--- src/rtl/bus_evt_pkg.sv ---
`timescale 1ns/1ps
package bus_evt_pkg;
    typedef enum logic {
        IRQ_IDLE = 1'b0,
        IRQ_PEND = 1'b1
    } irq_state_e;
endpackage

--- src/rtl/evt_latch.sv ---
`timescale 1ns/1ps
// Sticky bit vector: pulses set bits, a clear empties it, pulses win over clear.
module evt_latch #(
    parameter int W = 8
) (
    input  logic         clk,
    input  logic         rst_n,
    input  logic         clr,
    input  logic [W-1:0] evt,
    output logic [W-1:0] q
);
    always_ff @(posedge clk or negedge rst_n) begin
        if (!rst_n) q <= '0;
        else        q <= (clr ? '0 : q) | evt;
    end

    // without a clear, no latched bit drops
    a_r4_hold: assert property (@(posedge clk) disable iff (!rst_n)
        !clr |=> ((q & $past(q)) == $past(q)));
    // a clear with no new pulse empties the vector
    a_r5_clear: assert property (@(posedge clk) disable iff (!rst_n)
        (clr && evt == '0) |=> (q == '0));
    // every pulse is visible on the next cycle, clear or not
    a_r7_keep: assert property (@(posedge clk) disable iff (!rst_n)
        (evt != '0) |=> ((q & $past(evt)) == $past(evt)));
endmodule

--- src/rtl/irq_ctrl.sv ---
`timescale 1ns/1ps
// Interrupt flag state machine with gated output pin.
module irq_ctrl
    import bus_evt_pkg::*;
(
    input  logic clk,
    input  logic rst_n,
    input  logic set,
    input  logic clr,
    input  logic en,
    output logic flag,
    output logic irq_o
);
    irq_state_e state_q, state_d;

    always_ff @(posedge clk or negedge rst_n) begin
        if (!rst_n) state_q <= IRQ_IDLE;
        else        state_q <= state_d;
    end

    always_comb begin
        state_d = state_q;
        unique case (state_q)
            IRQ_IDLE: if (set) state_d = IRQ_PEND;
            IRQ_PEND: if (clr && !set) state_d = IRQ_IDLE;
            default:  state_d = IRQ_IDLE;
        endcase
    end

    always_comb begin
        flag  = (state_q == IRQ_PEND);
        irq_o = flag && en;
    end

    // the pin never rises while disabled
    a_r9_gated: assert property (@(posedge clk) disable iff (!rst_n)
        !en |-> !irq_o);
    // a set in a clearing cycle leaves the flag raised
    a_r7_set_wins: assert property (@(posedge clk) disable iff (!rst_n)
        set |=> flag);
endmodule

--- src/rtl/bus_evt_status.sv ---
`timescale 1ns/1ps
module bus_evt_status #(
    parameter int STAT_W  = 4,
    parameter int CAUSE_W = 8,
    parameter int PHASE_W = 3,
    localparam int STAT_BYTE_W = 1 + STAT_W + PHASE_W,
    localparam int RD_W = (STAT_BYTE_W > CAUSE_W) ? STAT_BYTE_W : CAUSE_W
) (
    input  logic               clk,
    input  logic               rst_n,
    input  logic               soft_rst,
    input  logic [STAT_W-1:0]  st_evt,
    input  logic [CAUSE_W-1:0] cause_evt,
    input  logic [PHASE_W-1:0] phase_in,
    input  logic               irq_en,
    input  logic               rd_en,
    input  logic               rd_sel,
    output logic [RD_W-1:0]    rd_data,
    output logic               irq_o
);
    logic               clr_all;
    logic [STAT_W-1:0]  stat_q;
    logic [CAUSE_W-1:0] cause_q;
    logic               irq_flag;

    assign clr_all = soft_rst | (rd_en & rd_sel);

    evt_latch #(.W(STAT_W)) u_stat (
        .clk(clk), .rst_n(rst_n), .clr(clr_all), .evt(st_evt), .q(stat_q)
    );

    evt_latch #(.W(CAUSE_W)) u_cause (
        .clk(clk), .rst_n(rst_n), .clr(clr_all), .evt(cause_evt), .q(cause_q)
    );

    irq_ctrl u_irq (
        .clk(clk), .rst_n(rst_n), .set(|cause_evt), .clr(clr_all),
        .en(irq_en), .flag(irq_flag), .irq_o(irq_o)
    );

    always_comb begin
        if (rd_sel) rd_data = RD_W'(cause_q);
        else        rd_data = RD_W'({irq_flag, stat_q, phase_in});
    end

    // the flag held by the state machine agrees with the cause latch
    a_r8_flag_tracks: assert property (@(posedge clk) disable iff (!rst_n)
        irq_flag == (cause_q != '0));
    // a status read leaves the latched status untouched
    a_r10_no_clear: assert property (@(posedge clk) disable iff (!rst_n)
        (rd_en && !rd_sel && !soft_rst) |=> ((stat_q & $past(stat_q)) == $past(stat_q)));
    // outputs are quiet straight after reset
    a_r1_reset: assert property (@(posedge clk)
        $rose(rst_n) |-> (cause_q == '0 && !irq_o));
endmodule

--- config.mk ---
export PLATFORM = sky130hd
export DESIGN_NAME = bus_evt_status
export DESIGN_NICKNAME = d
export VERILOG_FILES = /design/src/rtl/bus_evt_pkg.sv /design/src/rtl/evt_latch.sv /design/src/rtl/irq_ctrl.sv /design/src/rtl/bus_evt_status.sv
export SDC_FILE = /design/constraint.sdc
export NUM_CORES = 1
export LEC_CHECK = 0
export ABC_AREA = 0
export BUFFER_PORTS_ARGS = -buffer_cell sky130_fd_sc_hd__buf_2
export CELL_PAD_IN_SITES_DETAIL_PLACEMENT = 0
export CELL_PAD_IN_SITES_GLOBAL_PLACEMENT = 1
export CORE_MARGIN = 2
export CORE_UTILIZATION = 28
export CTS_CLUSTER_SIZE = 30
export DETAILED_ROUTE_END_ITERATION = 12
export GPL_ROUTABILITY_DRIVEN = 0
export GPL_TIMING_DRIVEN = 1
export PLACE_DENSITY_LB_ADDON = 0.1
export SYNTH_ARGS = -nofsm -noshare
export SYNTH_HDL_FRONTEND = slang
export SYNTH_SLANG_ARGS = --single-unit
--- constraint.sdc ---
create_clock -name clk -period 0.8 [get_ports clk]
set_input_delay 0.08 -clock clk [delete_from_list [all_inputs] [get_ports clk]]
set_output_delay 0.08 -clock clk [all_outputs]
set_load 0.005 [all_outputs]
==> flow_metrics.env, run 1 <==
export IMPL_htreeDepth=1
export IMPL_fillCellCount=194
export IMPL_period_share_pct=141
export IMPL_ys_warn_count=0
export IMPL_drtIter0Drc=3
export IMPL_row_count=16
export IMPL_antenna_found_initial=0
export IMPL_io_buffers=29
export IMPL_use_met2_pct=23.4
export IMPL_path_clk_slew_ns=0.08
export IMPL_chipHeight_um=48.5
export IMPL_maxSlewHeadroom_pct=80.8
export IMPL_fin_util_pct=53.9
export IMPL_slew_viol_final=0
export IMPL_numCtsBuffers=3
export IMPL_place_inst=110
export IMPL_cp_max_fo=2
export IMPL_required_ns=0.72
export IMPL_end_kind="output port"
export IMPL_whs_path_depth=2
export IMPL_post_route_min_period_ns=1.13
export IMPL_violations="negative setup slack"
export IMPL_grt_max_degree=14
export IMPL_ys_types=10
export IMPL_power_density_nw_per_um2=1460
export IMPL_track_usage_pct=14.1
export IMPL_tightest_slew_ns=0.288
export IMPL_tritoncts="yes"
export IMPL_postSynthAreaPerCell_sq_um=13.9
export IMPL_setup_viol=14
export IMPL_power_leakage_nw=0.543
export IMPL_postRouteAntennaNets=0
export IMPL_wirelength_mm=1.36
export IMPL_ys_ff_latch=13
export IMPL_die_x_um=48.5
export IMPL_via_count=533
export IMPL_vias_per_cell=4.23
export IMPL_syn_inst=40
export IMPL_met3_usage_pct=5.86
export IMPL_drive_above_1_share_pct=64.6
export IMPL_die_area_sq_um=2350
export IMPL_r2r_cells=3
export IMPL_initial_core_util_pct=28.8
export IMPL_cts_sinks=13
export IMPL_drv_cap=0
export IMPL_final_hold_violation_count=0
export IMPL_hold_class="primary input to flop"
export IMPL_gr_total_overflow=0
export IMPL_status="finished with violations"
export IMPL_area_growth_pct=86.9
export IMPL_syn_num_nets=61
export IMPL_dp_hpwl_um=969
export IMPL_seq_area_frac_synth_pct=58.7
export IMPL_fin_skew_ns=0
export IMPL_multi_input_area_sq_um=243
export IMPL_busiest_layer="met2"
export IMPL_num_io_pins=30
export IMPL_arrival_ns=1.05
export IMPL_cts_buffer_depth=2
export IMPL_critPathKind="flop to output port"
export IMPL_grt_pass1_wl_mm=2.55
export IMPL_grt_pass1_vias=560
export IMPL_grtUsageMet1_pct=18.1
export IMPL_post_route_worst_setup_slack_ns=-0.326
export IMPL_synth_area_sq_um=554
export IMPL_max_freq_mhz=888
export IMPL_drc_errors=0
export IMPL_rsz0062_at_grt="yes"
export IMPL_cts_root_buffer="clkbuf_4"
export IMPL_irDropWorstVdd_mv=1.21
export IMPL_core_sq_um=1920
export IMPL_first_pass_iters=4
export IMPL_fin_cells=126
export IMPL_tns_ns=-3.23
export IMPL_seqCellArea_sq_um=325
export IMPL_diodes=0
export IMPL_final_nets=121
export IMPL_wire_per_inst_um=10.8
export IMPL_clock_latency_ns=0.27
export IMPL_start_kind="flop"
## stage by stage
step | worst slack, ns | cell area (sq um) | power, W | hold slack, ns
6_report | -0.326 | 1040 | 0.00151 | 0.00551
5_1_grt | -0.373 | 1040 | 0.00160 | 0.00276
4_1_cts | -0.355 | 976 | 0.00149 | 0.00248
3_5_place_dp | -0.312 | 845 | 0.00102 | -0.0208
3_3_place_gp | -0.303 | 845 | 0.00102 | -0.0115
2_1_floorplan | -0.167 | 561 | 0.000837 | -0.216
## metal layers
layer	vias to the layer above	routed length, um
met1	250	587
met3	0	85
met5	-	0
met4	0	0
met2	17	687
li1	266	-
## cell usage in the layout (no fill, tap or decap), drive strengths merged
cell type    netlist  layout
buf                2      51
mux2               8       8
dlygate4sd3        0       6
dfrtp             13      13
a21o              12      12
a21oi              1       1
clkbuf             0       4
and2               1       1
or4                2       2
a211o              1       1
## path summary, 6_finish.rpt
check	start	endpoint	slack, ns
max	u_irq.flag$_DFF_PN0_	rd_data[7]	-0.33
min	cause_evt[0]	u_cause.q[0]$_DFF_PN0_	0.006
max reg2reg	u_irq.flag$_DFF_PN0_	u_irq.flag$_DFF_PN0_	-0.18
min reg2reg	u_stat.q[2]$_DFF_PN0_	u_stat.q[2]$_DFF_PN0_	0.48
max in group asynchronous	rst_n	u_cause.q[3]$_DFF_PN0_	0.35
min in group asynchronous	rst_n	u_cause.q[6]$_DFF_PN0_	0.22
## worst max-delay path, stage by stage, from the launching register on
cell	delay, ns
dfrtp_1	0.38
mux2_2	0.26
buf_2	0.13
## cell usage after synthesis (all sizes together)
master | number | area (sq um)
mux2 | 8 | 90.1
a21o | 12 | 91.3
a21oi | 1 | 5.00
buf | 2 | 12.5
or4 | 2 | 15.0
dfrtp | 13 | 325
and2 | 1 | 6.26
a211o | 1 | 8.76
## report_power, final
group          leakage, nW  switching, W  internal (W)
registers            0.141     0.0000220      0.000700
clock network       0.0150      0.000212      0.000193
logic                0.387      0.000118      0.000265
## kinds of logic (layout without fill, tap and decap cells)
group	count (synthesis)	after routing	share of synthesized area (%)
compound gates	14	14	19.0
flops	13	13	58.7
simple gates	3	3	3.84
buf+inv	2	61	2.26
mux	8	8	16.3
## sequential cells by signal, summed over array words and instances, names as in the netlist
name and cells:
u_irq.flag 1, u_stat.q 4, u_cause.q 8
## timing repair
| item | CTS | global route |
|---|---|---|
| buffers inserted | 2 | 4 |
| pin swaps | 1 | 0 |
| endpoints found under the setup margin | 10 | 11 |
| resized for setup | 6 | 6 |
| hold endpoints to repair | 18 | 0 |
| gates cloned | 0 | 0 |
| hold buffers | 6 | 0 |
## cell type report
| cell class | count | area share [%] |
|---|---|---|
| Timing Repair Buffer | 57 | 39.4 |
| Tap cell | 27 | 3.26 |
| Clock buffer | 4 | 2.54 |
| Multi-Input combinational cell | 25 | 23.4 |
| Sequential cell | 13 | 31.4 |
No activity file was read; power rests on OpenSTA's default activity.
==> inputs of run 2 (changes only) <==
BUFFER_PORTS_ARGS = default   (was -buffer_cell sky130_fd_sc_hd__buf_2)
CORE_UTILIZATION = 38   (was 28)
CTS_BUF_LIST = sky130_fd_sc_hd__clkbuf_16   (was default)
DONT_BUFFER_PORTS = 1   (was default)
==> flow_metrics.env, run 2 (synthesis results as in run 1) <==
export IMPL_slew_viol_final=0
export IMPL_p_clk_share_pct=48.9
export IMPL_violations="negative setup slack"
export IMPL_area_growth_pct=55.8
export IMPL_period_share_pct=123
export IMPL_cpMaxStageDelayCell="dfrtp_1"
export IMPL_setup_viol=11
export IMPL_maxSlewHeadroom_pct=61.4
export IMPL_start_kind="flop"
export IMPL_path_cells="mux2_4"
export IMPL_hold_class="primary input to flop"
export IMPL_power_frac_comb_pct=12.3
export IMPL_switching_share_pct=19.1
export IMPL_clock_latency_ns=0.24
export IMPL_wire_per_inst_um=16.5
export IMPL_die_x_um=42.2
export IMPL_power_leakage_nw=0.418
export IMPL_dp_slack_ns=-0.189
export IMPL_pwr_share_seq_pct=38.8
export IMPL_gr_total_overflow=0
export IMPL_finalPower_w=0.00188
export IMPL_io_buffers=0
export IMPL_post_route_worst_setup_slack_ns=-0.184
export IMPL_cts_sinks=13
export IMPL_chipHeight_um=42.2
export IMPL_via_count=426
export IMPL_core_sq_um=1330
export IMPL_cts_root_buffer="clkbuf_16"
export IMPL_end_kind="output port"
export IMPL_final_cell_mix="13 x dlygate4sd3_1, 13 x dfrtp_1, 11 x a21o_1, 8 x mux2_4, 8 x buf_4"
export IMPL_antenna_found_initial=0
export IMPL_m1WireLength_um=512
export IMPL_largest_reg_flops=8
export IMPL_irDropWorstVdd_mv=1.20
export IMPL_r2r_start="u_irq.flag$_DFF_PN0_"
export IMPL_drv_cap=0
export IMPL_track_usage_pct=16.0
export IMPL_net_switching_power_w=0.000358
export IMPL_grt_pass1_wl_mm=2.12
export IMPL_stdcell_area_sq_um=863
export IMPL_grt_max_degree=14
export IMPL_post_route_min_period_ns=0.984
export IMPL_final_hold_violation_count=0
export IMPL_arrival_ns=0.90
export IMPL_cp_max_fo=3
export IMPL_drc_errors=0
export IMPL_path_clk_slew_ns=0.04
export IMPL_tightest_slew_ns=0.577
export IMPL_route_met2_wl_um=631
export IMPL_power_internal_w=0.00152
export IMPL_cp_num_buf_inv=0
export IMPL_fin_skew_ns=0
export IMPL_power_density_nw_per_um2=2170
export IMPL_cts_buffer_depth=2
export IMPL_dr_wl_met3_um=131
export IMPL_num_io_pins=30
export IMPL_first_pass_iters=2
export IMPL_grt_pass1_vias=445
export IMPL_cp_top_family="flip-flops"
export IMPL_initial_core_util_pct=41.6
export IMPL_postRouteAntennaNets=0
export IMPL_drive_above_1_share_pct=33.3
export IMPL_crit_start="u_irq.flag$_DFF_PN0_"
export IMPL_regMostFlops="u_cause.q"
export IMPL_rsz0062_at_grt="yes"
export IMPL_tritoncts="yes"
export IMPL_min_from="cause_evt[6]"
export IMPL_drtIter0Drc=5
export IMPL_max_freq_mhz=1020
export IMPL_slowest_delay_ns=0.39
export IMPL_htreeDepth=1
export IMPL_status="finished with violations"
export IMPL_required_ns=0.72
export IMPL_wirelength_mm=1.29
export IMPL_highest_layer="met4"
export IMPL_critPathKind="flop to output port"
export IMPL_row_count=13
export IMPL_diodes=0
export IMPL_die_area_sq_um=1780
export IMPL_numCtsBuffers=3
export IMPL_dpl_cell_area_sq_um=572
export IMPL_vias_per_cell=5.46
export IMPL_final_nets=85
==> run 2: cell types whose count changed in the layout (fill, tap and decap cells not counted), moves of 3 or more <==
cell and delta:
buf_2 -23, clkbuf_16 +3, buf_4 -14, buf_6 -6, dlygate4sd3_1 +7, clkbuf_4 -3
==> run 2: per-layer routing <==
metal  global-route usage [%]  vias to the layer above
li1                         -                      192
met1                     19.7                      211
met2                     23.1                       21
met3                     8.19                        2
met4                     7.50                        0
met5                        0                        -
==> run 2: metrics by stage <==
step | hold slack, ns | instances | utilization [%] | TNS, ns
6_report | 0.0422 | 78 | 64.7 | -1.59
5_1_grt | 0.0491 | 78 | 64.7 | -1.87
3_5_place_dp | -0.215 | 54 | 42.9 | -0.189
2_1_floorplan | -0.216 | 40 | - | -0.167
3_3_place_gp | -0.215 | 54 | 42.9 | -0.185
4_1_cts | 0.0406 | 75 | 62.2 | -1.53
==> run 2: final cells by class <==
class                      instances  area [sq um]
clock buffer                       3          75.1
clock inverter                     1          3.75
fill                             111           470
sequential                        13           325
tap                               15          18.8
multi-input combinational         25           250
timing repair buffer              21           190
==> run 2: worst paths after layout <==
| kind | end | cells past startpoint | slack, ns |
|---|---|---|---|
| min in group asynchronous | u_stat.q[3]$_DFF_PN0_ | 1 | 0.28 |
| max in group asynchronous | u_cause.q[1]$_DFF_PN0_ | 1 | 0.14 |
| min | u_irq.flag$_DFF_PN0_ | 2 | 0.04 |
| min reg2reg | u_cause.q[7]$_DFF_PN0_ | 1 | 0.48 |
| max reg2reg | u_irq.flag$_DFF_PN0_ | 2 | -0.08 |
| max | rd_data[7] | 1 | -0.18 |
==> run 2: power groups by stage <==
| stage | logic (W) | registers (W) | clock network, W |
|---|---|---|---|
| finish | 0.000231 | 0.000729 | 0.000917 |
| global route | 0.000254 | 0.000734 | 0.000954 |
| CTS | 0.000209 | 0.000727 | 0.000927 |
| detailed placement | 0.000114 | 0.000736 | 0 |
| global placement | 0.000111 | 0.000733 | 0 |
| floorplan | 0.000109 | 0.000729 | 0 |
==> run 2: repair_timing <==
item	CTS	global route
endpoints found under the setup margin	9	10
hold buffers	13	0
resized for setup	5	3
pin swaps	0	0
setup buffers	4	3
endpoints found under the hold margin	25	0
==> inputs of run 3 (changes only) <==
CTS_BUF_LIST = default   (was sky130_fd_sc_hd__clkbuf_16)
==> flow_metrics.env, run 3 (synthesis results as in run 1) <==
export IMPL_status="finished with violations"
export IMPL_violations="negative setup slack"
export IMPL_initial_core_util_pct=41.6
export IMPL_grt_max_degree=14
export IMPL_tns_ns=-2.15
export IMPL_clock_latency_ns=0.27
export IMPL_die_x_um=42.2
export IMPL_final_cell_mix="13 x dlygate4sd3_1, 13 x dfrtp_1, 11 x a21o_1, 8 x mux2_4, 7 x buf_4"
export IMPL_hold_class="primary input to flop"
export IMPL_chipHeight_um=42.2
export IMPL_min_from="cause_evt[6]"
export IMPL_htreeDepth=1
export IMPL_highest_layer="met4"
export IMPL_drive_above_1_share_pct=35.9
export IMPL_p_clk_share_pct=29.2
export IMPL_post_route_min_period_ns=1.02
export IMPL_num_io_pins=30
export IMPL_die_area_sq_um=1780
export IMPL_via_count=436
export IMPL_cp_num_buf_inv=0
export IMPL_m1WireLength_um=479
export IMPL_place_inst=54
export IMPL_grt_pass1_wl_mm=1.99
export IMPL_stdcell_area_sq_um=828
export IMPL_diodes=0
export IMPL_power_frac_comb_pct=17.2
export IMPL_r2r_start="u_irq.flag$_DFF_PN0_"
export IMPL_postRouteAntennaNets=0
export IMPL_dpl_cell_area_sq_um=572
export IMPL_whs_path_depth=2
export IMPL_net_switching_power_w=0.000300
export IMPL_reg2reg_setup_slack_ns=-0.17
export IMPL_first_pass_iters=3
export IMPL_antenna_found_initial=0
export IMPL_slew_viol_final=0
export IMPL_gr_total_overflow=0
export IMPL_rsz0062_at_grt="yes"
export IMPL_cp_top_family="flip-flops"
export IMPL_fin_skew_ns=0
export IMPL_cpMaxStageDelayCell="dfrtp_1"
export IMPL_required_ns=0.72
export IMPL_route_met2_wl_um=643
export IMPL_irDropWorstVdd_mv=0.987
export IMPL_final_nets=86
export IMPL_dr_wl_met3_um=130
export IMPL_setup_viol=11
export IMPL_area_growth_pct=49.4
export IMPL_multi_input_area_sq_um=253
export IMPL_path_cells="mux2_4"
export IMPL_pwr_share_seq_pct=53.6
export IMPL_core_sq_um=1330
export IMPL_numCtsBuffers=3
export IMPL_path_clk_slew_ns=0.07
export IMPL_final_hold_violation_count=0
export IMPL_power_density_nw_per_um2=1630
export IMPL_drv_cap=0
export IMPL_seqCellArea_sq_um=325
export IMPL_fillCellCount=118
export IMPL_largest_reg_flops=8
export IMPL_row_count=13
export IMPL_cts_buffer_depth=2
export IMPL_whs_ns=0.00904
export IMPL_r2r_end="u_irq.flag$_DFF_PN0_"
export IMPL_grt_pass1_vias=448
export IMPL_drc_errors=0
export IMPL_cp_max_fo=2
export IMPL_switching_share_pct=22.2
export IMPL_track_usage_pct=15.2
export IMPL_drtIter0Drc=2
export IMPL_cts_root_buffer="clkbuf_4"
export IMPL_power_leakage_nw=0.400
export IMPL_post_route_worst_setup_slack_ns=-0.225
export IMPL_max_freq_mhz=976
export IMPL_fin_util_pct=62.1
export IMPL_io_buffers=0
export IMPL_tightest_slew_ns=0.578
export IMPL_tritoncts="yes"
export IMPL_end_kind="output port"
export IMPL_hold_path_end="u_irq.flag$_DFF_PN0_"
export IMPL_regMostFlops="u_cause.q"
export IMPL_cts_sinks=13
export IMPL_maxSlewHeadroom_pct=61.3
export IMPL_start_kind="flop"
export IMPL_r2r_cells=3
export IMPL_wire_per_inst_um=16.1
export IMPL_arrival_ns=0.94
export IMPL_slowest_delay_ns=0.39
export IMPL_vias_per_cell=5.52
export IMPL_wirelength_mm=1.27
export IMPL_power_internal_w=0.00105
export IMPL_critPathKind="flop to output port"
export IMPL_fin_cells=79
export IMPL_period_share_pct=128
run 3: cell types whose count changed in the layout (fill, tap and decap cells not counted):
cell / before / now
buf_4: 8 / 7
clkbuf_16: 3 / 0
clkbuf_4: 0 / 3
inv_1: 1 / 0
and2_1: 1 / 0
buf_6: 0 / 2
clkbuf_1: 0 / 1
and2_4: 0 / 1
run 3: how the worst max path moves through the flow:
| stage | cells past startpoint | end | start | slack, ns |
|---|---|---|---|---|
| after CTS | 1 | rd_data[7] | u_irq.flag$_DFF_PN0_ | -0.24 |
| after detailed placement | 2 | u_irq.flag$_DFF_PN0_ | cause_evt[5] | -0.19 |
| after global placement | 2 | u_irq.flag$_DFF_PN0_ | cause_evt[4] | -0.18 |
| after floorplan | 2 | u_irq.flag$_DFF_PN0_ | cause_evt[5] | -0.17 |
| final | 1 | rd_data[4] | u_stat.q[1]$_DFF_PN0_ | -0.22 |
| after global routing | 1 | rd_data[3] | u_stat.q[0]$_DFF_PN0_ | -0.25 |
run 3: area by class of cell:
cell class	instances	area share, %
clock buffers	4	3.17
multi-input cells	25	30.5
repair buffers	22	24.8
well taps	15	2.27
flip-flops and latches	13	39.3
run 3: power by group through the flow:
stage | combinational [W] | sequential, W | clock, W
4_1_cts | 0.000209 | 0.000723 | 0.000405
2_1_floorplan | 0.000109 | 0.000729 | 0
3_5_place_dp | 0.000114 | 0.000736 | 0
3_3_place_gp | 0.000111 | 0.000733 | 0
5_1_grt | 0.000256 | 0.000730 | 0.000435
6_report | 0.000233 | 0.000725 | 0.000395
run 3: per-stage QoR:
step,setup WS [ns],total power [W]
6_report,-0.225,0.00135
5_1_grt,-0.253,0.00142
4_1_cts,-0.237,0.00134
3_5_place_dp,-0.189,0.000850
3_3_place_gp,-0.185,0.000844
2_1_floorplan,-0.167,0.000837
run 3: timing repair:
action | CTS | global route
resized for setup | 5 | 6
setup buffers | 4 | 4
setup endpoints to repair | 9 | 10
hold buffers | 13 | 0
pin swaps | 0 | 1
endpoints found under the hold margin | 25 | 0
run 3: metal layers:
metal	track usage, %	vias up
met5	0	-
li1	-	193
met3	6.90	2
met4	7.50	0
met2	24.6	20
met1	16.6	221
